File: config.mk
export PLATFORM = sky130hd
export DESIGN_NAME = dma_req_select
export DESIGN_NICKNAME = d
export VERILOG_FILES = /design/src/rtl/dma_rsel_pkg.sv /design/src/rtl/dma_rsel_decode.sv /design/src/rtl/dma_rsel_mux.sv /design/src/rtl/dma_rsel_rules.sv /design/src/rtl/dma_req_select.sv
export SDC_FILE = /design/constraint.sdc
export NUM_CORES = 1
export LEC_CHECK = 0
export ABC_AREA = 1
export BUFFER_PORTS_ARGS = -buffer_cell sky130_fd_sc_hd__buf_2
export CAP_MARGIN = 20
export CORE_MARGIN = 4
export CORE_UTILIZATION = 37
export DETAILED_ROUTE_END_ITERATION = 6
export PLACE_DENSITY = 0.81
export SLEW_MARGIN = 10
export SYNTH_ARGS = -nofsm -noshare
export SYNTH_HDL_FRONTEND = slang
export SYNTH_SLANG_ARGS = --single-unit
File: constraint.sdc
create_clock -name clk_i -period 1.3 [get_ports clk_i]
set_clock_uncertainty 0.1 [all_clocks]
set_input_delay 0.26 -clock clk_i [delete_from_list [all_inputs] [get_ports clk_i]]
set_output_delay 0.26 -clock clk_i [all_outputs]
set_load 0.05 [all_outputs]
File: src/rtl/dma_rsel_pkg.sv
package dma_rsel_pkg;
  localparam int UART_N = 3;

  localparam logic [3:0] SEL_ADC0 = 4'b1110;
  localparam logic [3:0] SEL_TMR0 = 4'b1111;
  localparam logic [3:0] SEL_EXT  = 4'b1000;

  localparam logic [5:0] MID_U0 = 6'b100010;
  localparam logic [5:0] MID_U1 = 6'b100100;
  localparam logic [5:0] MID_U2 = 6'b010000;

  localparam logic [1:0] RID_TX = 2'b00;
  localparam logic [1:0] RID_RX = 2'b01;

  typedef enum logic [1:0] {
    K_ADC = 2'd0,
    K_TMR = 2'd1,
    K_UTX = 2'd2,
    K_URX = 2'd3
  } rq_kind_e;

  typedef struct packed {
    logic     valid;
    rq_kind_e kind;
    logic [1:0] chan;
  } rq_sel_t;
endpackage

File: src/rtl/dma_rsel_decode.sv
module dma_rsel_decode
  import dma_rsel_pkg::*;
(
  input  logic [3:0] sel_code_i,
  input  logic [5:0] mod_id_i,
  input  logic [1:0] reg_id_i,
  output rq_sel_t    sel_o
);
  logic       mid_ok;
  logic [1:0] mid_chan;

  always_comb begin
    mid_ok   = 1'b1;
    mid_chan = 2'd0;
    unique case (mod_id_i)
      MID_U0:  mid_chan = 2'd0;
      MID_U1:  mid_chan = 2'd1;
      MID_U2:  mid_chan = 2'd2;
      default: mid_ok   = 1'b0;
    endcase
  end

  always_comb begin
    sel_o = '{valid: 1'b0, kind: K_TMR, chan: 2'd0};
    case (sel_code_i)
      SEL_ADC0: sel_o = '{valid: 1'b1, kind: K_ADC, chan: 2'd0};
      SEL_TMR0: sel_o = '{valid: 1'b1, kind: K_TMR, chan: 2'd0};
      SEL_EXT: begin
        sel_o.chan = mid_chan;
        if (mid_ok && reg_id_i == RID_TX) begin
          sel_o.valid = 1'b1;
          sel_o.kind  = K_UTX;
        end else if (mid_ok && reg_id_i == RID_RX) begin
          sel_o.valid = 1'b1;
          sel_o.kind  = K_URX;
        end
      end
      default: ;
    endcase
  end
endmodule

File: src/rtl/dma_rsel_mux.sv
module dma_rsel_mux
  import dma_rsel_pkg::*;
(
  input  rq_sel_t           sel_i,
  input  logic              adc_req_i,
  input  logic              tmr_req_i,
  input  logic [UART_N-1:0] utx_req_i,
  input  logic [UART_N-1:0] urx_req_i,
  output logic              hit_o
);
  logic [3:0] tx_pad, rx_pad;

  always_comb begin
    tx_pad = '0;
    rx_pad = '0;
    tx_pad[UART_N-1:0] = utx_req_i;
    rx_pad[UART_N-1:0] = urx_req_i;
  end

  always_comb begin
    unique case (sel_i.kind)
      K_ADC: hit_o = adc_req_i;
      K_TMR: hit_o = tmr_req_i;
      K_UTX: hit_o = tx_pad[sel_i.chan];
      K_URX: hit_o = rx_pad[sel_i.chan];
    endcase
    hit_o = hit_o & sel_i.valid;
  end
endmodule

File: src/rtl/dma_rsel_rules.sv
module dma_rsel_rules
  import dma_rsel_pkg::*;
#(
  parameter int                   AW       = 16,
  parameter logic [AW-1:0]        ADC_ADDR = 16'h4000,
  parameter logic [UART_N*AW-1:0] TX_ADDRS = {16'h5206, 16'h5106, 16'h5006},
  parameter logic [UART_N*AW-1:0] RX_ADDRS = {16'h520A, 16'h510A, 16'h500A}
) (
  input  rq_sel_t       sel_i,
  input  logic          burst_i,
  input  logic [AW-1:0] src_addr_i,
  input  logic [AW-1:0] dst_addr_i,
  output logic          ok_o
);
  logic [3:0] tx_match, rx_match;

  for (genvar g = 0; g < 4; g++) begin : g_port
    if (g < UART_N) begin : g_real
      assign tx_match[g] = (dst_addr_i == TX_ADDRS[g*AW +: AW]);
      assign rx_match[g] = (src_addr_i == RX_ADDRS[g*AW +: AW]);
    end else begin : g_pad
      assign tx_match[g] = 1'b0;
      assign rx_match[g] = 1'b0;
    end
  end

  always_comb begin
    unique case (sel_i.kind)
      K_TMR: ok_o = 1'b1;
      K_ADC: ok_o = !burst_i && (src_addr_i == ADC_ADDR);
      K_UTX: ok_o = !burst_i && tx_match[sel_i.chan];
      K_URX: ok_o = !burst_i && rx_match[sel_i.chan];
    endcase
  end
endmodule

File: src/rtl/dma_req_select.sv
module dma_req_select
  import dma_rsel_pkg::*;
#(
  parameter int                   AW       = 16,
  parameter logic [AW-1:0]        ADC_ADDR = 16'h4000,
  parameter logic [UART_N*AW-1:0] TX_ADDRS = {16'h5206, 16'h5106, 16'h5006},
  parameter logic [UART_N*AW-1:0] RX_ADDRS = {16'h520A, 16'h510A, 16'h500A}
) (
  input  logic              clk_i,
  input  logic              rst_ni,
  input  logic [3:0]        sel_code_i,
  input  logic [5:0]        mod_id_i,
  input  logic [1:0]        reg_id_i,
  input  logic              burst_i,
  input  logic [AW-1:0]     src_addr_i,
  input  logic [AW-1:0]     dst_addr_i,
  input  logic              adc_req_i,
  input  logic              tmr_req_i,
  input  logic [UART_N-1:0] utx_req_i,
  input  logic [UART_N-1:0] urx_req_i,
  input  logic              err_clr_i,
  output logic              req_o,
  output logic              cfg_invalid_o,
  output logic              rule_err_o
);
  rq_sel_t sel;
  logic    hit, ok;
  logic    req_q, err_q;

  dma_rsel_decode u_decode (
    .sel_code_i (sel_code_i),
    .mod_id_i   (mod_id_i),
    .reg_id_i   (reg_id_i),
    .sel_o      (sel)
  );

  dma_rsel_mux u_mux (
    .sel_i     (sel),
    .adc_req_i (adc_req_i),
    .tmr_req_i (tmr_req_i),
    .utx_req_i (utx_req_i),
    .urx_req_i (urx_req_i),
    .hit_o     (hit)
  );

  dma_rsel_rules #(
    .AW       (AW),
    .ADC_ADDR (ADC_ADDR),
    .TX_ADDRS (TX_ADDRS),
    .RX_ADDRS (RX_ADDRS)
  ) u_rules (
    .sel_i      (sel),
    .burst_i    (burst_i),
    .src_addr_i (src_addr_i),
    .dst_addr_i (dst_addr_i),
    .ok_o       (ok)
  );

  always_ff @(posedge clk_i or negedge rst_ni) begin
    if (!rst_ni) begin
      req_q <= 1'b0;
      err_q <= 1'b0;
    end else begin
      req_q <= hit && ok;
      // new violation wins over a clear in the same cycle
      if (hit && !ok)     err_q <= 1'b1;
      else if (err_clr_i) err_q <= 1'b0;
    end
  end

  assign req_o         = req_q;
  assign rule_err_o    = err_q;
  assign cfg_invalid_o = !sel.valid;
endmodule

==> flow_metrics.py, run 1 <==
metrics = {
    "placement": {
        "hpwlAfterDp_mm": 1.92,
        "routabilityCongestion": 0.777,
        "placedInstanceArea_sq_mm": 0.00112,
        "placement.io_buffers": 58,
        "pre_cts_setup_slack_ns": -0.368,
    },
    "logic_synthesis": {
        "synthDistinctLibCells": 21,
        "yosysWarningCount": 0,
        "synth_top_area_share_pct": 15.9,
        "synth_area_leaders": "nand2_1 (16%), nor2_1 (15%), nand3_1 (11%), nand3_2 (11%), inv_1 (10%)",
        "syn-cell-area_sq_um": 662,
        "postSynthCellCount": 124,
        "ys_seq_elements": 2,
        "synth_largest_area_cell": "nand2_1",
        "syn-mean-instance-area_sq_um": 5.34,
        "synth.most_common_cell": "nand2_1",
        "synth.cells.most_frequent": "nand2_1 (28), nor2_1 (27), inv_1 (18), nand3_1 (15), nand3_2 (7)",
        "dominantRegCellSynth": "dfrtp_1",
        "synth_enable_flop_cells": 0,
        "synth_nets": 180,
        "async_reset_ff_share_pct": 100,
        "yosysSeqAreaShare_pct": 7.56,
    },
    "global_routing": {
        "grt_util_all_layers_pct": 17.4,
        "overflow_left_after_global_routing": 0,
        "grt_pass1_vias": 947,
        "antenna_found_initial": 0,
        "maximum_number_of_pins_on_one_net_before_global_route_repair": 6,
        "grt_pass1_wl_mm": 3.60,
    },
    "floorplanning": {
        "initial_utilization_pct": 38.8,
        "die_height_microns": 50.3,
        "chipWidth_microns": 50.3,
        "dieArea_sq_mm": 0.00253,
        "pin_count": 59,
        "std_cell_rows": 15,
        "core-area_sq_mm": 0.00171,
    },
    "power": {
        "design_power_total_uw": 439,
        "p_switching_uw": 145,
        "seq_power_share_pct": 14.6,
        "power.combinational.fraction_pct": 55.3,
        "p_int_uw": 294,
        "power_frac_clock_pct": 30.1,
        "p_leak_uw": 0.000692,
        "peakVddDrop_mv": 0.264,
        "switching_share_pct": 33.0,
        "powerDensity_mw_per_mm2": 356,
    },
    "setup_path": {
        "timing.rr.start": "rule_err_o",
        "cp.required_ns": 0.94,
        "endpoint_kind": "output pin",
        "worstSetupStartpoint": "mod_id_i[5]",
        "worstPathArrival_ns": 1.11,
        "timing.setup.critical_path_class": "input port to output pin",
        "critical_path_peak_fanout": 3,
        "setup.worst_path.start_class": "input port",
    },
    "cells_and_area": {
        "drive_above_1_share_pct": 54.0,
        "final_cell_area_sq_mm": 0.00123,
        "num_antenna_cells": 0,
        "post_layout_net_count": 258,
        "area_delta_synth_final_pct": 86.6,
    },
    "outcome": {
        "outcome": "complete, but fails checks",
        "failed_checks": "setup timing",
    },
    "routing": {
        "vias": 984,
        "drt_pass_1_iters": 4,
        "dr.first_iter.drc_count": 13,
        "detail-route-antenna-nets": 0,
        "routed_wirelength_mm": 2.17,
        "wire_per_inst_microns": 9.63,
        "remaining_drc_errors": 0,
        "post_drt_via_cell_ratio": 4.37,
    },
    "clocking": {
        "numClockSinks": 2,
        "cts_tree": "built",
        "cts.reportedPaths.clkPinSlew_ns": 0.03,
        "cts_buffers": 3,
        "clock_buffer_depth": 2,
        "cts.root.buffer_cell": "clkbuf_4",
        "clk-insertion-delay-late_ns": 0.22,
        "htreeDepth": 1,
    },
    "sta": {
        "post-route-min-period_ns": 1.47,
        "timing.slew.headroom_pct": 83.3,
        "tightestPinTransition_ns": 0.252,
        "grt_setup_unrepaired": "yes",
        "setup_ws_ns": -0.169,
        "f_max_ghz": 0.681,
        "hold_viol_final": 0,
        "final-setup-viol-count": 3,
        "fin_crit_sh_pct": 113,
        "slew_violations": 0,
    },
    "job": {
        "max_cap_violations": 0,
    },
    "worst_hold_path": {
        "hold_start": "err_clr_i",
        "worst_hold_path_class": "input port to flip-flop",
    },
}
[critical path, cell delays in order]
cell and delay [ns]:
buf_8 0.11, inv_4 0.05, nor2_4 0.03, nand3_2 0.08, nand3_2 0.09, nand2_4 0.10, clkinv_4 0.06, a31oi_4 0.15
buf_6 0.18
[logic make-up after synthesis]
group | count (synthesis) | synth area share (%)
AOI/OAI and AO/OA | 4 | 5.29
buffers and inverters | 23 | 13.2
DFF | 2 | 7.56
and+or+nand+nor | 95 | 73.9
[what timing repair did]
| item | CTS | global route |
|---|---|---|
| hold buffers | 1 | 0 |
| pin swaps | 3 | 6 |
| buffers inserted | 2 | 1 |
| resized for setup | 12 | 7 |
| endpoints found under the hold margin | 2 | 0 |
| setup endpoints to repair | 3 | 3 |
[routing by layer]
| metal | up-vias | wire length, microns | track usage (%) |
|---|---|---|---|
| li1 | 539 | - | - |
| met1 | 417 | 766 | 17.9 |
| met2 | 28 | 1280 | 37.2 |
| met3 | 0 | 121 | 2.37 |
| met5 | - | 0 | 0 |
| met4 | 0 | 0 | 1.35 |
[power groups by stage]
stage,registers (uW),logic [uW],clock network [uW]
floorplan,69.0,84.4,0
global placement,64.7,213,0
detailed placement,64.7,221,0
CTS,64.1,235,137
global route,64.2,269,152
finish,64.1,243,132
[flip-flops by register name, indices dropped and copies added, names as in the netlist]
| register | flops |
|---|---|
| rule_err_o | 1 |
| req_o | 1 |
[final timing paths]
kind                            endpoint  slack (ns)  depth (start not counted)
max                        cfg_invalid_o       -0.17                          9
min                           rule_err_o        0.18                          4
max reg2reg                   rule_err_o        0.62                          2
min reg2reg                   rule_err_o        0.37                          2
max in group asynchronous     rule_err_o        0.73                          2
min in group asynchronous          req_o        0.27                          2
[through the flow]
step	cells	hold WS, ns	setup TNS [ns]	utilization (%)
final	225	0.175	-0.385	72.3
after CTS	224	0.173	-0.366	70.5
after global routing	225	0.174	-0.625	72.3
after detailed placement	218	-0.0531	-1.08	65.6
after global placement	218	-0.0562	-0.966	65.6
after floorplan	124	-0.136	-0.402	-
[cell type report]
type / instances / area (sq um)
Sequential cell: 2 / 50.0
Inverter: 23 / 119
Clock buffer: 3 / 22.5
Multi-Input combinational cell: 99 / 561
Timing Repair Buffer: 73 / 452
Fill cell: 153 / 473
Tap cell: 25 / 31.3
[cells in the final DEF (no fill, tap or decap), types with 2 or more instances in the layout]
| master | netlist | final |
|---|---|---|
| buf_2 | 0 | 52 |
| nand2_1 | 28 | 28 |
| nor2_1 | 27 | 24 |
| inv_1 | 18 | 17 |
| buf_4 | 0 | 15 |
| nand3_1 | 15 | 14 |
| nand3_2 | 7 | 8 |
| nor2_4 | 4 | 7 |
| nor2_2 | 6 | 6 |
| clkbuf_4 | 0 | 3 |
| buf_6 | 0 | 3 |
| inv_2 | 4 | 2 |
| inv_12 | 0 | 2 |
| nand2_2 | 2 | 2 |
| dfrtp_1 | 2 | 2 |
Power figures use the tool's default switching activity.
==> inputs of run 2 (changes only) <==
Settings changed: PLACE_DENSITY 0.81 to 0.78.
==> flow_metrics.py, run 2 (synthesis results as in run 1) <==
metrics = {
    "outcome": {
        "outcome": "complete, but fails checks",
        "failed_checks": "setup timing",
    },
    "cells_and_area": {
        "utilization_pct": 77.1,
        "area_delta_synth_final_pct": 98.9,
        "layout.cells.most_common": "buf_2",
        "num_antenna_cells": 0,
        "number_of_cells_in_the_finished_layout_apart_from_fillers": 229,
        "num-fill-cells": 131,
        "drive_above_1_share_pct": 56.9,
        "post_layout_net_count": 262,
        "mostFrequentLayoutCells": "buf_2 (50), nand2_1 (27), nor2_1 (25), buf_4 (17), inv_1 (15)",
    },
    "global_routing": {
        "overflow_left_after_global_routing": 0,
        "maximum_number_of_pins_on_one_net_before_global_route_repair": 6,
        "antenna_found_initial": 0,
        "grt_pass1_vias": 961,
        "grt_pass1_wl_mm": 3.61,
        "grt_util_all_layers_pct": 17.7,
    },
    "sta": {
        "tightestPinTransition_ns": 0.250,
        "setup_ws_ns": -0.193,
        "slew_violations": 0,
        "hold_viol_final": 0,
        "timing.slew.headroom_pct": 83.5,
        "final-setup-viol-count": 3,
        "fin_setup_tns_ns": -0.382,
        "f_max_ghz": 0.670,
        "post-route-min-period_ns": 1.49,
        "fin_crit_sh_pct": 115,
        "grt_setup_unrepaired": "yes",
    },
    "worst_hold_path": {
        "worst_hold_path_class": "input port to flip-flop",
        "hold_start": "err_clr_i",
        "hold-path-endpoint": "rule_err_o",
        "min_path_cells": 4,
    },
    "setup_path": {
        "timing.rr.start": "rule_err_o",
        "setup.worst_path.start_class": "input port",
        "cp.required_ns": 0.94,
        "worst-r2r-cell-count": 2,
        "setup.reg_to_reg.worst_slack_ns": 0.62,
        "worstPathArrival_ns": 1.13,
        "timing.setup.critical_path_class": "input port to output pin",
        "endpoint_kind": "output pin",
        "critical_path.reg2reg.endpoint": "rule_err_o",
        "critical_path_peak_fanout": 4,
    },
    "routing": {
        "detail-route-antenna-nets": 0,
        "wire_per_inst_microns": 10.5,
        "routed_wirelength_mm": 2.40,
        "dr.first_iter.drc_count": 8,
        "post_drt_via_cell_ratio": 4.54,
        "drt_pass_1_iters": 6,
        "remaining_drc_errors": 0,
        "vias": 1039,
    },
    "clocking": {
        "cts_tree": "built",
        "htreeDepth": 1,
        "cts.reportedPaths.clkPinSlew_ns": 0.03,
        "numClockSinks": 2,
        "cts.root.buffer_cell": "clkbuf_4",
        "clock_buffer_depth": 2,
        "cts_buffers": 3,
        "clk-insertion-delay-late_ns": 0.22,
    },
    "floorplanning": {
        "core-area_sq_mm": 0.00171,
        "initial_utilization_pct": 38.8,
        "chipWidth_microns": 50.3,
        "pin_count": 59,
        "dieArea_sq_mm": 0.00253,
        "std_cell_rows": 15,
        "die_height_microns": 50.3,
    },
    "power": {
        "p_leak_uw": 0.000718,
        "peakVddDrop_mv": 0.210,
        "powerDensity_mw_per_mm2": 357,
    },
    "placement": {
        "placement.io_buffers": 58,
        "pre_cts_setup_slack_ns": -0.385,
        "placed_instances": 218,
        "hpwlAfterDp_mm": 1.87,
        "routabilityCongestion": 0.726,
    },
    "job": {
        "max_cap_violations": 0,
    },
}
==> run 2: layer usage <==
metal	vias to the layer above	track usage, %	routed length, microns
li1	545	-	-
met1	443	16.0	795
met2	43	40.2	1370
met3	8	2.08	179
met4	0	2.69	47
met5	-	0	0
==> run 2: worst max path at each step <==
stage	from	endpoint	slack, ns	depth (start not counted)
finish	mod_id_i[2]	cfg_invalid_o	-0.19	9
global route	mod_id_i[1]	rule_err_o	-0.23	14
CTS	mod_id_i[5]	cfg_invalid_o	-0.17	9
detailed placement	mod_id_i[4]	cfg_invalid_o	-0.39	8
global placement	mod_id_i[2]	cfg_invalid_o	-0.34	8
floorplan	mod_id_i[2]	rule_err_o	-0.20	12
==> run 2: through the flow <==
| stage | hold slack, ns | power [uW] | cell area (sq um) |
|---|---|---|---|
| finish | 0.171 | 470 | 1320 |
| global route | 0.190 | 504 | 1320 |
| CTS | 0.170 | 455 | 1240 |
| detailed placement | -0.0542 | 285 | 1120 |
| global placement | -0.0566 | 278 | 1120 |
| floorplan | -0.136 | 153 | 717 |
==> run 2: timing repair <==
item | CTS | global route
endpoints found under the setup margin | 3 | 3
pin swaps | 13 | 25
hold endpoints to repair | 2 | 0
setup buffers | 3 | 4
hold buffers | 1 | 0
resized for setup | 18 | 11
==> run 2: layout make-up <==
| type | instances | area, sq um | area share, % |
|---|---|---|---|
| well taps | 25 | 31.3 | 2.38 |
| clock buffers | 3 | 22.5 | 1.71 |
| repair buffers | 77 | 497 | 37.7 |
| flip-flops and latches | 2 | 50.0 | 3.80 |
| inverters | 23 | 119 | 9.03 |
| multi-input cells | 99 | 597 | 45.3 |
==> run 2: critical path, cell delays in order <==
cell and delay [ns]:
buf_6 0.12, inv_12 0.05, nor2_4 0.03, nand3_4 0.09, nand3_2 0.08, nand2_4 0.11
clkinv_4 0.06, a31oi_4 0.16, buf_6 0.18
==> run 2: power by group <==
group	leakage [uW]	switching (uW)	internal (uW)
sequential	0.0000277	0.399	63.8
clock	0.0000138	41.0	102
combinational	0.000676	126	137
total	0.000718	167	303
==> inputs of run 3 (changes only) <==
Settings changed: SETUP_SLACK_MARGIN from default to 0.1.
==> flow_metrics.py, run 3 (synthesis results as in run 1) <==
metrics = {
    "routing": {
        "routed_wirelength_mm": 2.40,
        "vias": 1045,
        "wire_per_inst_microns": 10.5,
        "drt_pass_1_iters": 6,
        "post_drt_via_cell_ratio": 4.56,
        "dr.first_iter.drc_count": 8,
        "detail-route-antenna-nets": 0,
        "remaining_drc_errors": 0,
    },
    "global_routing": {
        "grt_pass1_wl_mm": 3.61,
        "maximum_number_of_pins_on_one_net_before_global_route_repair": 6,
        "grt_util_all_layers_pct": 17.7,
        "overflow_left_after_global_routing": 0,
        "grt_pass1_vias": 961,
        "antenna_found_initial": 0,
    },
    "setup_path": {
        "setup.worst_path.start_class": "input port",
        "cpLargestDelayFamily": "buffers and inverters",
        "max_stage_delay_ns": 0.18,
        "cp.required_ns": 0.94,
        "critical_path_peak_fanout": 4,
        "timing.setup.critical_path_class": "input port to output pin",
        "worstPathArrival_ns": 1.13,
        "cp.buffers_inverters": 4,
        "slowest_stage": "buf_6",
        "endpoint_kind": "output pin",
        "cp_cell_sequence": "buf_6, inv_12, nor2_4, nand3_4, nand3_2, nand2_4, clkinv_4, a31oi_4, buf_6",
        "critical-path-top-cell-by-count": "buf_6",
    },
    "sta": {
        "tightestPinTransition_ns": 0.248,
        "timing.slew.headroom_pct": 83.5,
        "fin_crit_sh_pct": 115,
        "final-setup-viol-count": 3,
        "slew_violations": 0,
        "setup_ws_ns": -0.193,
        "grt_setup_unrepaired": "yes",
        "post-route-min-period_ns": 1.49,
        "f_max_ghz": 0.670,
        "hold_viol_final": 0,
    },
    "cells_and_area": {
        "num-fill-cells": 130,
        "area_delta_synth_final_pct": 99.2,
        "drive_above_1_share_pct": 56.9,
        "utilization_pct": 77.2,
        "num_antenna_cells": 0,
        "mostFrequentLayoutCells": "buf_2 (49), nand2_1 (27), nor2_1 (25), buf_4 (17), inv_1 (15)",
        "post_layout_net_count": 262,
        "layout.cells.most_common": "buf_2",
    },
    "floorplanning": {
        "pin_count": 59,
        "initial_utilization_pct": 38.8,
        "dieArea_sq_mm": 0.00253,
        "chipWidth_microns": 50.3,
        "core-area_sq_mm": 0.00171,
        "die_height_microns": 50.3,
        "std_cell_rows": 15,
    },
    "power": {
        "power.combinational.fraction_pct": 55.9,
        "p_switching_uw": 167,
        "design_power_total_uw": 470,
        "powerDensity_mw_per_mm2": 357,
        "peakVddDrop_mv": 0.210,
        "switching_share_pct": 35.5,
        "power_frac_clock_pct": 30.5,
        "p_leak_uw": 0.000717,
        "p_int_uw": 303,
        "seq_power_share_pct": 13.7,
    },
    "placement": {
        "routabilityCongestion": 0.726,
        "hpwlAfterDp_mm": 1.87,
        "placement.io_buffers": 58,
        "pre_cts_setup_slack_ns": -0.385,
    },
    "clocking": {
        "clock_buffer_depth": 2,
        "cts_buffers": 3,
        "cts.root.buffer_cell": "clkbuf_4",
        "htreeDepth": 1,
        "cts_tree": "built",
        "clk-insertion-delay-late_ns": 0.22,
        "numClockSinks": 2,
        "cts.reportedPaths.clkPinSlew_ns": 0.03,
    },
    "job": {
        "max_cap_violations": 0,
    },
    "worst_hold_path": {
        "worst_hold_path_class": "input port to flip-flop",
    },
    "outcome": {
        "failed_checks": "setup timing",
        "outcome": "complete, but fails checks",
    },
}
[run 3: power groups by stage]
| stage | Clock (uW) | Combinational, uW | Sequential (uW) |
|---|---|---|---|
| after global routing | 153 | 286 | 64.3 |
| after global placement | 0 | 213 | 64.7 |
| final | 143 | 263 | 64.2 |
| after detailed placement | 0 | 220 | 64.7 |
| after CTS | 145 | 245 | 64.3 |
| after floorplan | 0 | 84.4 | 69.0 |
[run 3: per-layer routing]
metal / GRT usage, % / share of wire, % / vias up
met1: 16.0 / 33 / 449
met2: 40.2 / 57 / 43
met3: 2.08 / 7.5 / 8
met5: 0 / 0 / -
li1: - / - / 545
met4: 2.69 / 2.0 / 0
[run 3: timing repair]
| action | CTS | global route |
|---|---|---|
| hold buffers | 1 | 0 |
| gates resized for setup | 18 | 12 |
| endpoints found under the setup margin | 3 | 4 |
| buffers inserted | 3 | 4 |
| pin swaps | 13 | 25 |
| hold endpoints to repair | 2 | 0 |
[run 3: per-stage QoR]
stage | hold WS [ns] | TNS (ns) | instances | instance area (sq um)
global route | 0.200 | -0.620 | 229 | 1320
global placement | -0.0566 | -0.956 | 218 | 1120
finish | 0.173 | -0.382 | 229 | 1320
floorplan | -0.136 | -0.402 | 124 | 717
detailed placement | -0.0542 | -1.10 | 218 | 1120
CTS | 0.170 | -0.373 | 225 | 1240
[run 3: final timing paths]
path / startpoint / endpoint / slack (ns) / cells after the start
min reg2reg: rule_err_o / rule_err_o / 0.38 / 2
max in group asynchronous: rst_ni / rule_err_o / 0.75 / 2
max reg2reg: rule_err_o / rule_err_o / 0.61 / 2
max: mod_id_i[2] / cfg_invalid_o / -0.19 / 9
min in group asynchronous: rst_ni / req_o / 0.25 / 2
min: err_clr_i / rule_err_o / 0.17 / 4
[run 3: cell type report]
class                   instances  area, sq um  share of cell area [%]
flip-flops and latches          2         50.0                    3.80
repair buffers                 77          499                    37.9
well taps                      25         31.3                    2.37
inverters                      23          119                    9.01
multi-input cells              99          597                    45.3
clock buffers                   3         22.5                    1.71
[run 3: worst register-to-register path, cell delays in order (launching register included)]
cell     delay (ns)
dfrtp_1        0.36
nand2_1        0.07
nand2_1        0.05
